`config.mk`:
```
export PLATFORM = sky130hd
export DESIGN_NAME = cache_line_walker
export DESIGN_NICKNAME = d
export VERILOG_FILES = /design/src/rtl/lw_pkg.sv /design/src/rtl/lw_range_calc.sv /design/src/rtl/lw_way_pick.sv /design/src/rtl/cache_line_walker.sv
export SDC_FILE = /design/constraint.sdc
export NUM_CORES = 1
export LEC_CHECK = 0
export BUFFER_PORTS_ARGS = -buffer_cell sky130_fd_sc_hd__buf_2
export CAP_MARGIN = 30
export CORE_ASPECT_RATIO = 1.2
export CORE_MARGIN = 8
export CORE_UTILIZATION = 25
export DETAILED_ROUTE_END_ITERATION = 7
export PLACE_DENSITY = 0.44
export SLEW_MARGIN = 20
export SYNTH_ARGS = -nofsm -noshare
export SYNTH_HDL_FRONTEND = slang
export SYNTH_HIERARCHICAL = 1
export SYNTH_SLANG_ARGS = --single-unit
```
`constraint.sdc`:
```
create_clock -name clk -period 10.1 [get_ports clk]
set_clock_uncertainty 0.1 [all_clocks]
set_input_delay 2.02 -clock clk [delete_from_list [all_inputs] [get_ports clk]]
set_output_delay 2.02 -clock clk [all_outputs]
set_load 0.1 [all_outputs]
```
`src/rtl/lw_pkg.sv`:
```
package lw_pkg;
  typedef enum logic [1:0] {
    LW_SCOPE_RANGE = 2'd0,
    LW_SCOPE_ALL   = 2'd1,
    LW_SCOPE_WAYS  = 2'd2,
    LW_SCOPE_RSVD  = 2'd3
  } lw_scope_e;
endpackage

```
`src/rtl/lw_range_calc.sv`:
```
// Widens a byte span to whole lines and checks it against the command limit.
module lw_range_calc #(
  parameter int ADDR_W     = 32,
  parameter int LINE_BYTES = 128,
  parameter int MAX_BYTES  = 4194304 - 128
) (
  input  logic [ADDR_W-1:0] start,
  input  logic [ADDR_W-1:0] size,
  output logic [ADDR_W-1:0] base,
  output logic [ADDR_W+1:0] lines,
  output logic              over
);
  localparam int W      = ADDR_W + 2;
  localparam int LINE_SH = $clog2(LINE_BYTES);
  localparam logic [W-1:0] LINE_MASK = W'(LINE_BYTES - 1);
  localparam logic [W-1:0] MAX_LINES = W'(MAX_BYTES / LINE_BYTES);

  function automatic logic [ADDR_W-1:0] f_align_down(input logic [ADDR_W-1:0] a);
    return a & ~ADDR_W'(LINE_BYTES - 1);
  endfunction

  function automatic logic [W-1:0] f_line_count(input logic [ADDR_W-1:0] s,
                                                input logic [ADDR_W-1:0] n);
    logic [W-1:0] lo, hi;
    lo = W'(s) & ~LINE_MASK;
    hi = W'(s) + W'(n);
    if (n == '0) return '0;
    return (hi - lo + LINE_MASK) >> LINE_SH;
  endfunction

  assign base  = f_align_down(start);
  assign lines = f_line_count(start, size);
  assign over  = lines > MAX_LINES;
endmodule

```
`src/rtl/lw_way_pick.sv`:
```
// Lowest way at or above a starting index that is set in a mask.
module lw_way_pick #(
  parameter int WAYS  = 32,
  parameter int WAY_W = $clog2(WAYS)
) (
  input  logic [WAYS-1:0] mask,
  input  logic [WAY_W:0]  from,
  output logic            found,
  output logic [WAY_W-1:0] idx
);
  localparam int FW = WAY_W + 1;

  always_comb begin
    found = 1'b0;
    idx   = '0;
    for (int i = WAYS - 1; i >= 0; i--) begin
      if (mask[i] && (FW'(i) >= from)) begin
        found = 1'b1;
        idx   = WAY_W'(i);
      end
    end
  end
endmodule

```
`src/rtl/cache_line_walker.sv`:
```
module cache_line_walker #(
  parameter int ADDR_W     = 32,
  parameter int LINE_BYTES = 128,
  parameter int SETS       = 512,
  parameter int WAYS       = 32,
  parameter int CODE_W     = 3,
  parameter int MAX_BYTES  = 4194304 - 128
) (
  input  logic                      clk,
  input  logic                      rst_n,
  input  logic                      cmd_valid,
  output logic                      cmd_ready,
  input  logic [ADDR_W-1:0]         cmd_start,
  input  logic [ADDR_W-1:0]         cmd_size,
  input  logic [1:0]                cmd_scope,
  input  logic [WAYS-1:0]           cmd_ways,
  input  logic [CODE_W-1:0]         cmd_code,
  input  logic [WAYS-1:0]           present_ways,
  output logic                      tag_req,
  output logic                      tag_by_addr,
  output logic [ADDR_W-1:0]         tag_addr,
  output logic [$clog2(SETS)-1:0]   tag_set,
  output logic [$clog2(WAYS)-1:0]   tag_way,
  output logic [CODE_W-1:0]         tag_code,
  input  logic                      tag_ack,
  output logic                      done,
  output logic                      cmd_reject
);
  import lw_pkg::*;

  localparam int LINE_SH = $clog2(LINE_BYTES);
  localparam int SET_W   = $clog2(SETS);
  localparam int WAY_W   = $clog2(WAYS);
  localparam int CNT_W   = ADDR_W + 2;

  // walker state
  logic              busy;
  logic              sweep;
  logic [ADDR_W-1:0] cur_addr;
  logic [CNT_W-1:0]  lines_left;
  logic [SET_W-1:0]  cur_set;
  logic [WAY_W-1:0]  cur_way;
  logic [WAYS-1:0]   sweep_mask;
  logic [CODE_W-1:0] code_q;
  logic              done_q;
  logic              reject_q;

  // named events
  lw_scope_e         scope;
  logic              accept;
  logic              line_ack;
  logic              last_op;
  logic              cmd_bad;
  logic              cmd_empty;

  logic [ADDR_W-1:0] rng_base;
  logic [CNT_W-1:0]  rng_lines;
  logic              rng_over;
  logic [WAYS-1:0]   new_mask;
  logic [WAYS-1:0]   first_src;
  logic              first_found;
  logic [WAY_W-1:0]  first_idx;
  logic              nxt_found;
  logic [WAY_W-1:0]  nxt_idx;

  assign scope = lw_scope_e'(cmd_scope);

  lw_range_calc #(
    .ADDR_W(ADDR_W), .LINE_BYTES(LINE_BYTES), .MAX_BYTES(MAX_BYTES)
  ) u_range (
    .start(cmd_start), .size(cmd_size),
    .base(rng_base), .lines(rng_lines), .over(rng_over)
  );

  assign new_mask  = (scope == LW_SCOPE_WAYS) ? (cmd_ways & present_ways) : present_ways;
  assign first_src = busy ? sweep_mask : new_mask;

  lw_way_pick #(.WAYS(WAYS), .WAY_W(WAY_W)) u_pick_first (
    .mask(first_src), .from('0), .found(first_found), .idx(first_idx)
  );

  lw_way_pick #(.WAYS(WAYS), .WAY_W(WAY_W)) u_pick_next (
    .mask(sweep_mask), .from({1'b0, cur_way} + (WAY_W+1)'(1)),
    .found(nxt_found), .idx(nxt_idx)
  );

  assign accept    = cmd_valid && !busy;
  assign line_ack  = busy && tag_ack;
  assign last_op   = sweep ? (!nxt_found && (cur_set == SET_W'(SETS - 1)))
                           : (lines_left == CNT_W'(1));
  assign cmd_bad   = (scope == LW_SCOPE_RSVD) || ((scope == LW_SCOPE_RANGE) && rng_over);
  assign cmd_empty = (scope == LW_SCOPE_RANGE) ? (rng_lines == '0) : !first_found;

  always_ff @(posedge clk or negedge rst_n) begin
    if (!rst_n) begin
      busy       <= 1'b0;
      sweep      <= 1'b0;
      cur_addr   <= '0;
      lines_left <= '0;
      cur_set    <= '0;
      cur_way    <= '0;
      sweep_mask <= '0;
      code_q     <= '0;
      done_q     <= 1'b0;
      reject_q   <= 1'b0;
    end else begin
      done_q   <= 1'b0;
      reject_q <= 1'b0;
      if (accept) begin
        if (cmd_bad) begin
          reject_q <= 1'b1;
        end else if (cmd_empty) begin
          done_q <= 1'b1;
        end else begin
          busy       <= 1'b1;
          sweep      <= (scope != LW_SCOPE_RANGE);
          code_q     <= cmd_code;
          cur_addr   <= (scope == LW_SCOPE_RANGE) ? rng_base : '0;
          lines_left <= rng_lines;
          cur_set    <= '0;
          cur_way    <= (scope == LW_SCOPE_RANGE) ? '0 : first_idx;
          sweep_mask <= new_mask;
        end
      end else if (line_ack) begin
        if (last_op) begin
          busy   <= 1'b0;
          done_q <= 1'b1;
        end else if (sweep) begin
          if (nxt_found) begin
            cur_way <= nxt_idx;
          end else begin
            cur_set <= cur_set + SET_W'(1);
            cur_way <= first_idx;
          end
        end else begin
          lines_left <= lines_left - CNT_W'(1);
          cur_addr   <= cur_addr + ADDR_W'(LINE_BYTES);
        end
      end
    end
  end

  assign cmd_ready   = !busy;
  assign tag_req     = busy;
  assign tag_by_addr = busy && !sweep;
  assign tag_addr    = cur_addr;
  assign tag_set     = sweep ? cur_set : cur_addr[LINE_SH +: SET_W];
  assign tag_way     = cur_way;
  assign tag_code    = code_q;
  assign done        = done_q;
  assign cmd_reject  = reject_q;
endmodule

```
# --- Word-level counts from Yosys, hierarchy flattened ---
# Cells that the tools add are included.
totals:
  reg_bits: 119
  out_inout_bits: 54
  word_cells: 292
classes:
  bitwise: 3
  eq_ne: 9
  addsub: 7
  mux: 176
  order_cmp: 33
  n_reduce_logical: 54
ops:
  columns: ["cell", "n"]
  rows:
  - ["5-bit two-way mux", 72]
  - ["32-bit two-way mux", 9]
  - ["34-bit two-way mux", 8]
  - ["5-bit by 6-bit greater-or-equal comparator with 1-bit output, first input constant", 16]
  - ["1-bit two-way mux", 79]
  - ["9-bit two-way mux", 8]
  - ["4-bit by 6-bit greater-or-equal comparator with 1-bit output, first input constant", 8]
  - ["1-bit logical AND", 37]
  - ["34-bit by 7-bit adder with 34-bit output, second input constant", 1]
  - ["34-bit by 1-bit == test with 1-bit output, second input constant", 1]
  - ["34-bit by 15-bit greater-than comparator with 1-bit output, second input constant", 1]
  - ["34-bit zero test", 1]
  - ["34-bit by 1-bit subtractor with 34-bit output, second input constant", 1]
  - ["34-bit by 32-bit subtractor with 34-bit output", 1]
  - ["32-bit by 32-bit adder with 33-bit output", 1]
  - ["32-bit by 8-bit adder with 32-bit output, second input constant", 1]
  - ["32-bit bitwise AND", 1]
  - ["32-bit zero test", 1]
  - ["3-bit by 6-bit greater-or-equal comparator with 1-bit output, first input constant", 4]
  - ["1-bit by 6-bit greater-or-equal comparator with 1-bit output, first input constant", 2]
  - ["2-bit by 6-bit greater-or-equal comparator with 1-bit output, first input constant", 2]
  - ["5-bit AND reduction", 2]
  - ["9-bit by 1-bit adder with 9-bit output, second input constant", 1]
  - ["9-bit == test, second input constant", 1]
  - ["other kinds (12)", 23]

# --- Longest topological paths before layout ---
# Gate-level depths: netlist of run 1.
depth:
  depth_word: 41
  ltp_mapped: 23

# --- Hierarchy ---
# The synthesis of run 1 kept the hierarchy.
by_module_without_submodules:
  columns: ["module", "instances", "area_each_um2", "cells_each"]
  rows:
  - ["cache_line_walker", 1, 6877.8, 840]
  - ["lw_range_calc", 1, 3108.0, 434]
  - ["lw_way_pick", 2, 1121.1, 179]

# --- Worst setup path before layout of run 1 ---
# No wires, ideal clock.
synth_path:
  kind: "in2reg"
  start: "input port cmd_size[4]"
  end: "register cur_way[2], in the netlist tag_way[2]"
  required_time_ns: 9.874
  path_stages: 20
  t_arrival_ns: 6.436
  setup_ns: 0.126
  setup_slack_ns: 3.438
  cell_sequence: "inv_1 > ha_1 > inv_1 > ha_1 > ha_1 > nand4b_1 > o211ai_1 > a2111oi_4 > o31ai_2 > a41oi_2 > xnor2_1 > o31a_1 > a2111o_1 > a2111o_1 > a21oi_1 > nand2_1 > or2_2 > clkbuf_1 > o21ai_1 > mux2_2"
synth_between:
  elab_chain_len: 9
  word_cells_on_any_way: 14
  classes_between: "add/sub: 3; order compare: 1; eq/ne: 2; mux: 3; reduce/logical: 5"
synth_lines:
  columns: ["item", "line", "text"]
  rows:
  - ["start, declared", "cache_line_walker.sv:14", "input logic [ADDR_W-1:0] cmd_size,"]
  - ["32-bit by 32-bit adder with 33-bit output", "lw_range_calc.sv:26", "hi = W'(s) + W'(n);"]
  - ["34-bit by 32-bit subtractor with 34-bit output", "lw_range_calc.sv:28", "return (hi - lo + LINE_MASK) >> LINE_SH;"]
  - ["34-bit by 7-bit adder with 34-bit output", "lw_range_calc.sv:28", null]
  - ["34-bit two-way mux *", "lw_range_calc.sv:28", null]
  - ["34-bit by 15-bit greater-than comparator with 1-bit output *", "lw_range_calc.sv:33", "assign over = lines > MAX_LINES;"]
  - ["via rng_over", "cache_line_walker.sv:58", "logic rng_over;"]
  - ["1-bit logical AND *", "cache_line_walker.sv:91", "assign cmd_bad = (scope == LW_SCOPE_RSVD) || ((scope == LW_SCOPE_RANGE) && rng_over);"]
  - ["1-bit logical OR *", "cache_line_walker.sv:91", null]
  - ["2-bit inequality test (no line) *", null, null]
  - ["5-bit AND reduction (no line) *", null, null]
  - ["end signal, assigned", "cache_line_walker.sv:121", "cur_way <= (scope == LW_SCOPE_RANGE) ? '0 : first_idx;"]
  - ["end signal, assigned", "cache_line_walker.sv:130", "cur_way <= nxt_idx;"]
  - ["end signal, assigned", "cache_line_walker.sv:133", "cur_way <= first_idx;"]
  - ["end, declared", "cache_line_walker.sv:42", "logic [WAY_W-1:0] cur_way;"]
# Mark *: on every way through the listed nets, which the timed path passes. The rest lies on a longest branch.
# A chain may end at the register's enable or synchronous reset.

# --- Final worst setup path of run 1 ---
layout_path:
  start: "input port cmd_size[4]"
  end: "register cur_way[1], in the netlist tag_way[1]"
# The elaborated chain is that of the path after synthesis.

==> results of run 1 <==
power groups by stage:
stage | clock (mW) | combinational (mW) | sequential [mW]
global route | 0.639 | 2.79 | 0.985
detailed placement | 0 | 2.55 | 0.953
global placement | 0 | 2.53 | 0.948
CTS | 0.623 | 2.56 | 0.947
floorplan | 0 | 1.56 | 1.37
finish | 0.599 | 2.56 | 0.944
cells in the final DEF (no fill, tap or decap), types with 24 or more instances in the layout:
| master | count |
|---|---|
| a21o_1 | 24 |
| a21oi_1 | 135 |
| buf_2 | 189 |
| conb_1 | 29 |
| dfrtp_1 | 118 |
| ha_1 | 85 |
| inv_1 | 97 |
| nand2_1 | 194 |
| nand3_1 | 55 |
| nand4_1 | 29 |
| nor2_1 | 113 |
| nor3_1 | 32 |
| o211ai_1 | 27 |
| o21ai_0 | 195 |
area by class of cell:
type | instances | area [um^2] | share of cell area, %
Sequential cell | 119 | 2980 | 21.3
Timing Repair Buffer | 206 | 1080 | 7.69
Clock buffer | 24 | 452 | 3.22
Tap cell | 637 | 797 | 5.69
Multi-Input combinational cell | 1313 | 8240 | 58.8
Clock inverter | 8 | 100 | 0.715
Inverter | 97 | 364 | 2.60
flip-flops by register name, summed over array words and instances, names as in the netlist:
register	count
tag_code	3
sweep_mask	32
lines_left	34
sweep	1
tag_way	5
tag_req	1
cmd_reject	1
tag_addr	32
cur_set	9
done	1
routing by layer:
metal / vias up / part of all wire, % / wire length (um) / GRT usage, %
met5: - / 0 / 0 / 0
met4: 0 / 3.2 / 1340 / 5.81
met3: 61 / 3.4 / 1420 / 1.99
met2: 258 / 49 / 20800 / 25.8
met1: 5785 / 44 / 18500 / 18.0
li1: 6124 / - / - / -
through the flow:
| step | cells | utilization [%] | setup WS [ns] | hold slack (ns) |
|---|---|---|---|---|
| 6_report | 2404 | 28.7 | 2.78 | 0.358 |
| 5_1_grt | 2404 | 28.7 | 2.31 | 0.392 |
| 4_1_cts | 2403 | 28.7 | 2.77 | 0.364 |
| 3_5_place_dp | 2371 | 27.6 | 2.33 | 0.350 |
| 3_3_place_gp | 2371 | 27.6 | 2.41 | 0.346 |
| 2_1_floorplan | 1659 | - | 3.44 | 0.361 |
logic make-up (layout without fill, tap and decap cells):
logic type | count (synthesis) | after routing | share of synthesized area (%)
DFF | 119 | 119 | 24.4
other | 2 | 29 | 0.0614
and+or+nand+nor | 565 | 565 | 22.8
muxes | 18 | 18 | 1.63
buffers and inverters | 227 | 335 | 9.37
xor gates and xnor gates | 36 | 36 | 2.64
adders and majority gates | 87 | 87 | 8.86
AOI/OAI and AO/OA | 578 | 578 | 30.3
critical path: cells and delay by family:
family | cells | cell delay (ns)
AO/OA/AOI/OAI | 9 | 2.86
adder cells (fa/ha/maj) | 3 | 0.85
AND/OR/NAND/NOR | 3 | 0.70
buffers and inverters | 4 | 0.49
multiplexers | 1 | 0.39
XOR/XNOR | 1 | 0.19
path summary, 6_finish.rpt:
check / to / slack, ns
min: tag_addr[5] / 0.36
max: tag_way[1] / 2.78
max in group asynchronous: lines_left[7] / 6.95
min in group asynchronous: cur_set[6] / 1.56
max reg2reg: tag_way[1] / 5.33
min reg2reg: tag_addr[5] / 0.36
==> impl_metrics.env, run 1 <==
export IMPL_status="complete, no violations"
export IMPL_drtPass1Iterations=5
export IMPL_antenna_found_initial=0
export IMPL_yosysTopAreaCell="dfrtp_1"
export IMPL_finalPower_mw=4.10
export IMPL_path_clk_slew_ns=0.06
export IMPL_routedWlPerCell_um=17.5
export IMPL_cp_cell_sequence="buf_2 > inv_1 > ha_1 > inv_1 > ha_1 > ha_1 > nand4b_1 > o211ai_1 > a2111oi_4 > o31ai_2 > a41oi_2 > xnor2_1 > o31a_1 > a2111o_1 > a2111o_1 > a21oi_1 > nand2_1 > or2_2 > buf_4 > o21ai_1 > mux2_2"
export IMPL_r2r_cells=12
export IMPL_htree_levels=4
export IMPL_clock_sinks=119
export IMPL_die_x_um=218
export IMPL_pwr_share_seq_pct=23.0
export IMPL_postCtsSetupRepairBufs=0
export IMPL_port_buffers=190
export IMPL_drtIter0Drc=743
export IMPL_avgSynthCellArea_um2=7.49
export IMPL_timing_rr_start="tag_req"
export IMPL_grt_overflow=0
export IMPL_sw_frac_of_total_pct=56.6
export IMPL_vias_per_cell=5.09
export IMPL_via_count=12228
export IMPL_dpl_instance_area_um2=13400
export IMPL_die_y_um=258
export IMPL_clock_root_buffer="clkbuf_16"
export IMPL_critPathMaxFanout=78
export IMPL_grt_max_degree=84
export IMPL_fin_area_um2=14000
export IMPL_ys_types=94
export IMPL_synth_area_top_cells="dfrtp_1 24%, ha_1 8.7%, o21ai_0 8.0%, nand2_1 6.0%, a21oi_1 5.5%"
export IMPL_synthToLayoutAreaGrowth_pct=14.6
export IMPL_synthArstFlopShare_pct=100
export IMPL_cts_hold_buffers=0
export IMPL_ctsResizeCount=0
export IMPL_die_area_um2=56300
export IMPL_yosys_most_used_dff="dfrtp_1"
export IMPL_start_util_pct=25.1
export IMPL_rsz0062_at_grt="false"
export IMPL_synthesis_area_um2=12200
export IMPL_crit_type="in -> reg"
export IMPL_worst_pin_slew_ns=0.870
export IMPL_hp_start="tag_addr[5]"
export IMPL_grt_total_usage_pct=14.7
export IMPL_fillCellCount=5360
export IMPL_rows=89
export IMPL_cts_buffers=17
export IMPL_p_leak_nw=6.27
export IMPL_hp_class="reg -> reg"
export IMPL_coreArea_um2=48800
export IMPL_final_nets=1976
export IMPL_slew_headroom_pct=42.0
export IMPL_worstPathRequired_ns=10.31
export IMPL_startpoint="cmd_size[4]"
export IMPL_synthCells=1632
export IMPL_crit_path_end_kind="register"
export IMPL_ant_nets=0
export IMPL_cts_tree="built"
export IMPL_p_comb_share_pct=62.4
export IMPL_setup_tns_ns=0
export IMPL_grt_pass1_vias=12204
export IMPL_ios=191
export IMPL_maxSlewViolCount=0
export IMPL_max_stage_delay_ns=0.43
export IMPL_cts_max_path_buffers=2
export IMPL_slowest_stage="o211ai_1"
export IMPL_p_int_mw=1.78
export IMPL_finalSetupViolations=0
export IMPL_p_clk_share_pct=14.6
export IMPL_p_per_area_nw_per_um2=293
export IMPL_fin_crit_sh_pct=72.5
export IMPL_diodes=0
export IMPL_ys_ff_latch=119
export IMPL_worstHoldPathCells=2
export IMPL_crit_top_cell="ha_1"
export IMPL_yosys_top_cells_count="195 x o21ai_0, 194 x nand2_1, 135 x a21oi_1"
export IMPL_arrival_ns=7.53
export IMPL_timing_critical_path_from_type="input port"
export IMPL_min_period_ns=7.32
export IMPL_hpwlAfterDp_mm=32.2
export IMPL_synth_yosys_seq_area_share_pct=24.4
export IMPL_max_freq_mhz=137
export IMPL_drive_gt1_share_pct=16.8
export IMPL_ys_warn_count=6
export IMPL_hold_violations=0
export IMPL_ir_worst_vdd_mv=0.186
export IMPL_synth_top_area_share_pct=24.4
export IMPL_max_cap_violations=0
export IMPL_grt_pass1_wl_mm=67.6
export IMPL_synth_most_common_cell="o21ai_0"
export IMPL_synth_edf_count=0
export IMPL_switchingPower_mw=2.32
export IMPL_clk_insertion_delay_late_ns=0.43
export IMPL_drt_total_wl_mm=42.1
export IMPL_gp_congestion=0.868
export IMPL_drc=0
No activity file was read; power rests on OpenSTA's default activity.
==> inputs of run 2 (changes only) <==
--- a/config.mk
+++ b/config.mk
@@ -5,13 +5,14 @@
 export SDC_FILE = /design/constraint.sdc
 export NUM_CORES = 1
 export LEC_CHECK = 0
+export ABC_AREA = 1
 export BUFFER_PORTS_ARGS = -buffer_cell sky130_fd_sc_hd__buf_2
 export CAP_MARGIN = 30
 export CORE_ASPECT_RATIO = 1.2
 export CORE_MARGIN = 8
 export CORE_UTILIZATION = 25
 export DETAILED_ROUTE_END_ITERATION = 7
-export PLACE_DENSITY = 0.44
+export PLACE_DENSITY = 0.43
 export SLEW_MARGIN = 20
 export SYNTH_ARGS = -nofsm -noshare
 export SYNTH_HDL_FRONTEND = slang
==> constraint.sdc (replaced) <==
create_clock -name clk -period 7.6 [get_ports clk]
set_clock_uncertainty 0.1 [all_clocks]
set_input_delay 1.52 -clock clk [delete_from_list [all_inputs] [get_ports clk]]
set_output_delay 1.52 -clock clk [all_outputs]
set_load 0.1 [all_outputs]
==> run 2 against run 1 <==
Effect of this change:
- flip-flop and latch count stayed put
- non-clock buffer count is 9 lower
- wire length is 8.6% higher
- core utilization is 0.31 points higher
- final cell count is 24% higher
- hold slack better by 0.018 ns
- count of clock-buffer cells in the layout is 1 lower
- largest cell class unchanged
==> impl_metrics.env, run 2 <==
export IMPL_status="complete, no violations"
export IMPL_timing_critical_path_from_type="input port"
export IMPL_max_cap_violations=0
export IMPL_synth_top_area_share_pct=23.1
export IMPL_coreArea_um2=51100
export IMPL_ys_types=47
export IMPL_gp_congestion=0.907
export IMPL_post_route_util_pct=29.0
export IMPL_synthesis_area_um2=12900
export IMPL_ir_worst_vdd_mv=0.206
export IMPL_synth_area_top_cells="dfrtp_1 23%, nand2_1 23%, ha_1 8.3%, nor2_1 7.2%, o21ai_0 6.8%"
export IMPL_clock_sinks=119
export IMPL_timing_rr_start="tag_way[1]"
export IMPL_path_clk_slew_ns=0.06
export IMPL_start_util_pct=25.2
export IMPL_synth_compound_area_share_pct=13.3
export IMPL_clock_root_buffer="clkbuf_16"
export IMPL_drive_gt1_share_pct=13.6
export IMPL_yosys_most_used_dff="dfrtp_1"
export IMPL_grt_pass1_wl_mm=73.6
export IMPL_synth_most_common_cell="nand2_1"
export IMPL_synth_adder_area_share_pct=8.25
export IMPL_die_area_um2=59100
export IMPL_finalSetupViolations=0
export IMPL_fin_crit_sh_pct=72.5
export IMPL_rrSetupSlack_ns=3.29
export IMPL_rsz0062_at_grt="false"
export IMPL_synth_top_family_by_area="simple AND/OR/NAND/NOR gates"
export IMPL_hp_class="reg -> reg"
export IMPL_critPathMaxFanout=47
export IMPL_postCtsSetupRepairBufs=0
export IMPL_yosys_top_cells_count="792 x nand2_1, 247 x nor2_1, 233 x inv_1"
export IMPL_cts_tree="built"
export IMPL_final_common_cell="nand2_1"
export IMPL_ios=191
export IMPL_worst_pin_slew_ns=0.888
export IMPL_slowest_stage="nand3_2"
export IMPL_via_count=13547
export IMPL_drc=0
export IMPL_p_per_area_nw_per_um2=363
export IMPL_vias_per_cell=4.55
export IMPL_p_leak_nw=8.04
export IMPL_htree_levels=4
export IMPL_arrival_ns=5.75
export IMPL_maxSlewViolCount=0
export IMPL_slew_headroom_pct=40.7
export IMPL_hold_violations=0
export IMPL_drt_total_wl_mm=45.7
export IMPL_crit_top_cell="nand2_1"
export IMPL_ctsResizeCount=0
export IMPL_crit_path_end_kind="register"
export IMPL_hpwlAfterDp_mm=36.5
export IMPL_startpoint="cmd_size[6]"
export IMPL_routedWlPerCell_um=15.3
export IMPL_grt_total_usage_pct=15.5
export IMPL_hold_ws_ns=0.376
export IMPL_grt_max_degree=87
export IMPL_die_x_um=223
export IMPL_grt_pass1_vias=13780
export IMPL_largest_register_ffs=34
export IMPL_max_stage_delay_ns=0.51
export IMPL_synthCells=2158
export IMPL_clk_insertion_delay_late_ns=0.44
export IMPL_hp_start="tag_addr[6]"
export IMPL_yosys_area_share_simple_pct=42.0
export IMPL_drtIter0Drc=650
export IMPL_synth_yosys_seq_area_share_pct=23.1
export IMPL_synth_edf_count=0
export IMPL_mostFrequentLayoutCells="792 x nand2_1, 247 x nor2_1, 233 x inv_1, 189 x buf_2, 175 x o21ai_0"
export IMPL_antenna_found_initial=0
export IMPL_setup_tns_ns=0
export IMPL_ys_ff_latch=119
export IMPL_synthArstFlopShare_pct=100
export IMPL_port_buffers=190
export IMPL_cts_hold_buffers=0
export IMPL_ys_warn_count=6
export IMPL_die_y_um=265
export IMPL_top_register="lines_left"
export IMPL_rows=91
export IMPL_min_period_ns=5.51
export IMPL_yosysTopAreaCell="dfrtp_1"
export IMPL_crit_type="in -> reg"
export IMPL_avgSynthCellArea_um2=5.97
export IMPL_muxShareOfSynthArea_pct=0
export IMPL_drtPass1Iterations=5
export IMPL_worstPathRequired_ns=7.84
export IMPL_final_nets=2538
export IMPL_grt_overflow=0
export IMPL_max_freq_mhz=181
export IMPL_synth_xor_area_share_pct=1.36
export IMPL_cts_buffers=17
export IMPL_synthToLayoutAreaGrowth_pct=15.2
export IMPL_ant_nets=0
export IMPL_cts_max_path_buffers=2
[run 2: cell types whose count changed in the layout (fill, tap and decap cells not counted), moves of 16 or more]
| cell | before | now |
|---|---|---|
| nand3_1 | 55 | 109 |
| a21o_1 | 24 | 1 |
| o21ai_0 | 195 | 175 |
| nor2b_1 | 16 | 0 |
| nor4_1 | 21 | 0 |
| nor2_1 | 113 | 247 |
| a21oi_1 | 135 | 56 |
| o22ai_1 | 22 | 0 |
| nand2_2 | 0 | 26 |
| inv_1 | 97 | 233 |
| nand2_1 | 194 | 792 |
[run 2: per-layer routing]
metal / track usage (%) / vias up / wire (um)
li1: - / 7101 / -
met1: 18.6 / 6184 / 20500
met2: 28.5 / 216 / 23200
met3: 2.00 / 46 / 1160
met4: 4.22 / 0 / 816
met5: 0 / - / 0
[run 2: cells by family after synthesis]
logic type | Yosys count
buffers and inverters | 342
adder cells (fa/ha/maj) | 85
AND/OR/NAND/NOR | 1285
flip-flops | 119
other | 2
AO/OA/AOI/OAI | 305
XOR/XNOR | 20
[run 2: power by group]
group	internal, mW	switching, mW
combinational	0.860	2.43
clock	0.513	0.322
sequential	0.898	0.358
[run 2: final timing paths]
path,endpoint,depth (start not counted)
min in group asynchronous,tag_addr[6],1
worst max-delay path,lines_left[22],29
worst min-delay path,tag_addr[6],2
worst max register to register,cur_set[2],20
max in group asynchronous,lines_left[21],2
worst min register to register,tag_addr[6],2
[run 2: critical path, delay by kind of cell]
kind / cells / cell delay, ns
AOI/OAI and AO/OA: 1 / 0.19
adders and majority gates: 3 / 0.86
buffers and inverters: 6 / 0.96
and+or+nand+nor: 19 / 2.20
[run 2: through the flow]
step / total power, mW / instance area [um^2] / worst slack, ns / std cells
final: 5.39 / 14800 / 2.09 / 2980
after global routing: 5.87 / 14800 / 1.54 / 2979
after CTS: 5.44 / 14800 / 1.82 / 2978
after detailed placement: 4.57 / 14200 / 1.36 / 2947
after global placement: 4.56 / 14200 / 1.39 / 2947
after floorplan: 3.63 / 13000 / 2.65 / 2191
[run 2: area by class of cell]
| class | instances | area [um^2] |
|---|---|---|
| Timing Repair Buffer | 197 | 1020 |
| Clock buffer | 23 | 488 |
| Tap cell | 651 | 815 |
| Sequential cell | 119 | 2980 |
| Antenna cell | 1 | 2.50 |
| Multi-Input combinational cell | 1730 | 8500 |
| Inverter | 251 | 942 |
| Fill cell | 5825 | 36300 |
| Clock inverter | 8 | 96.3 |
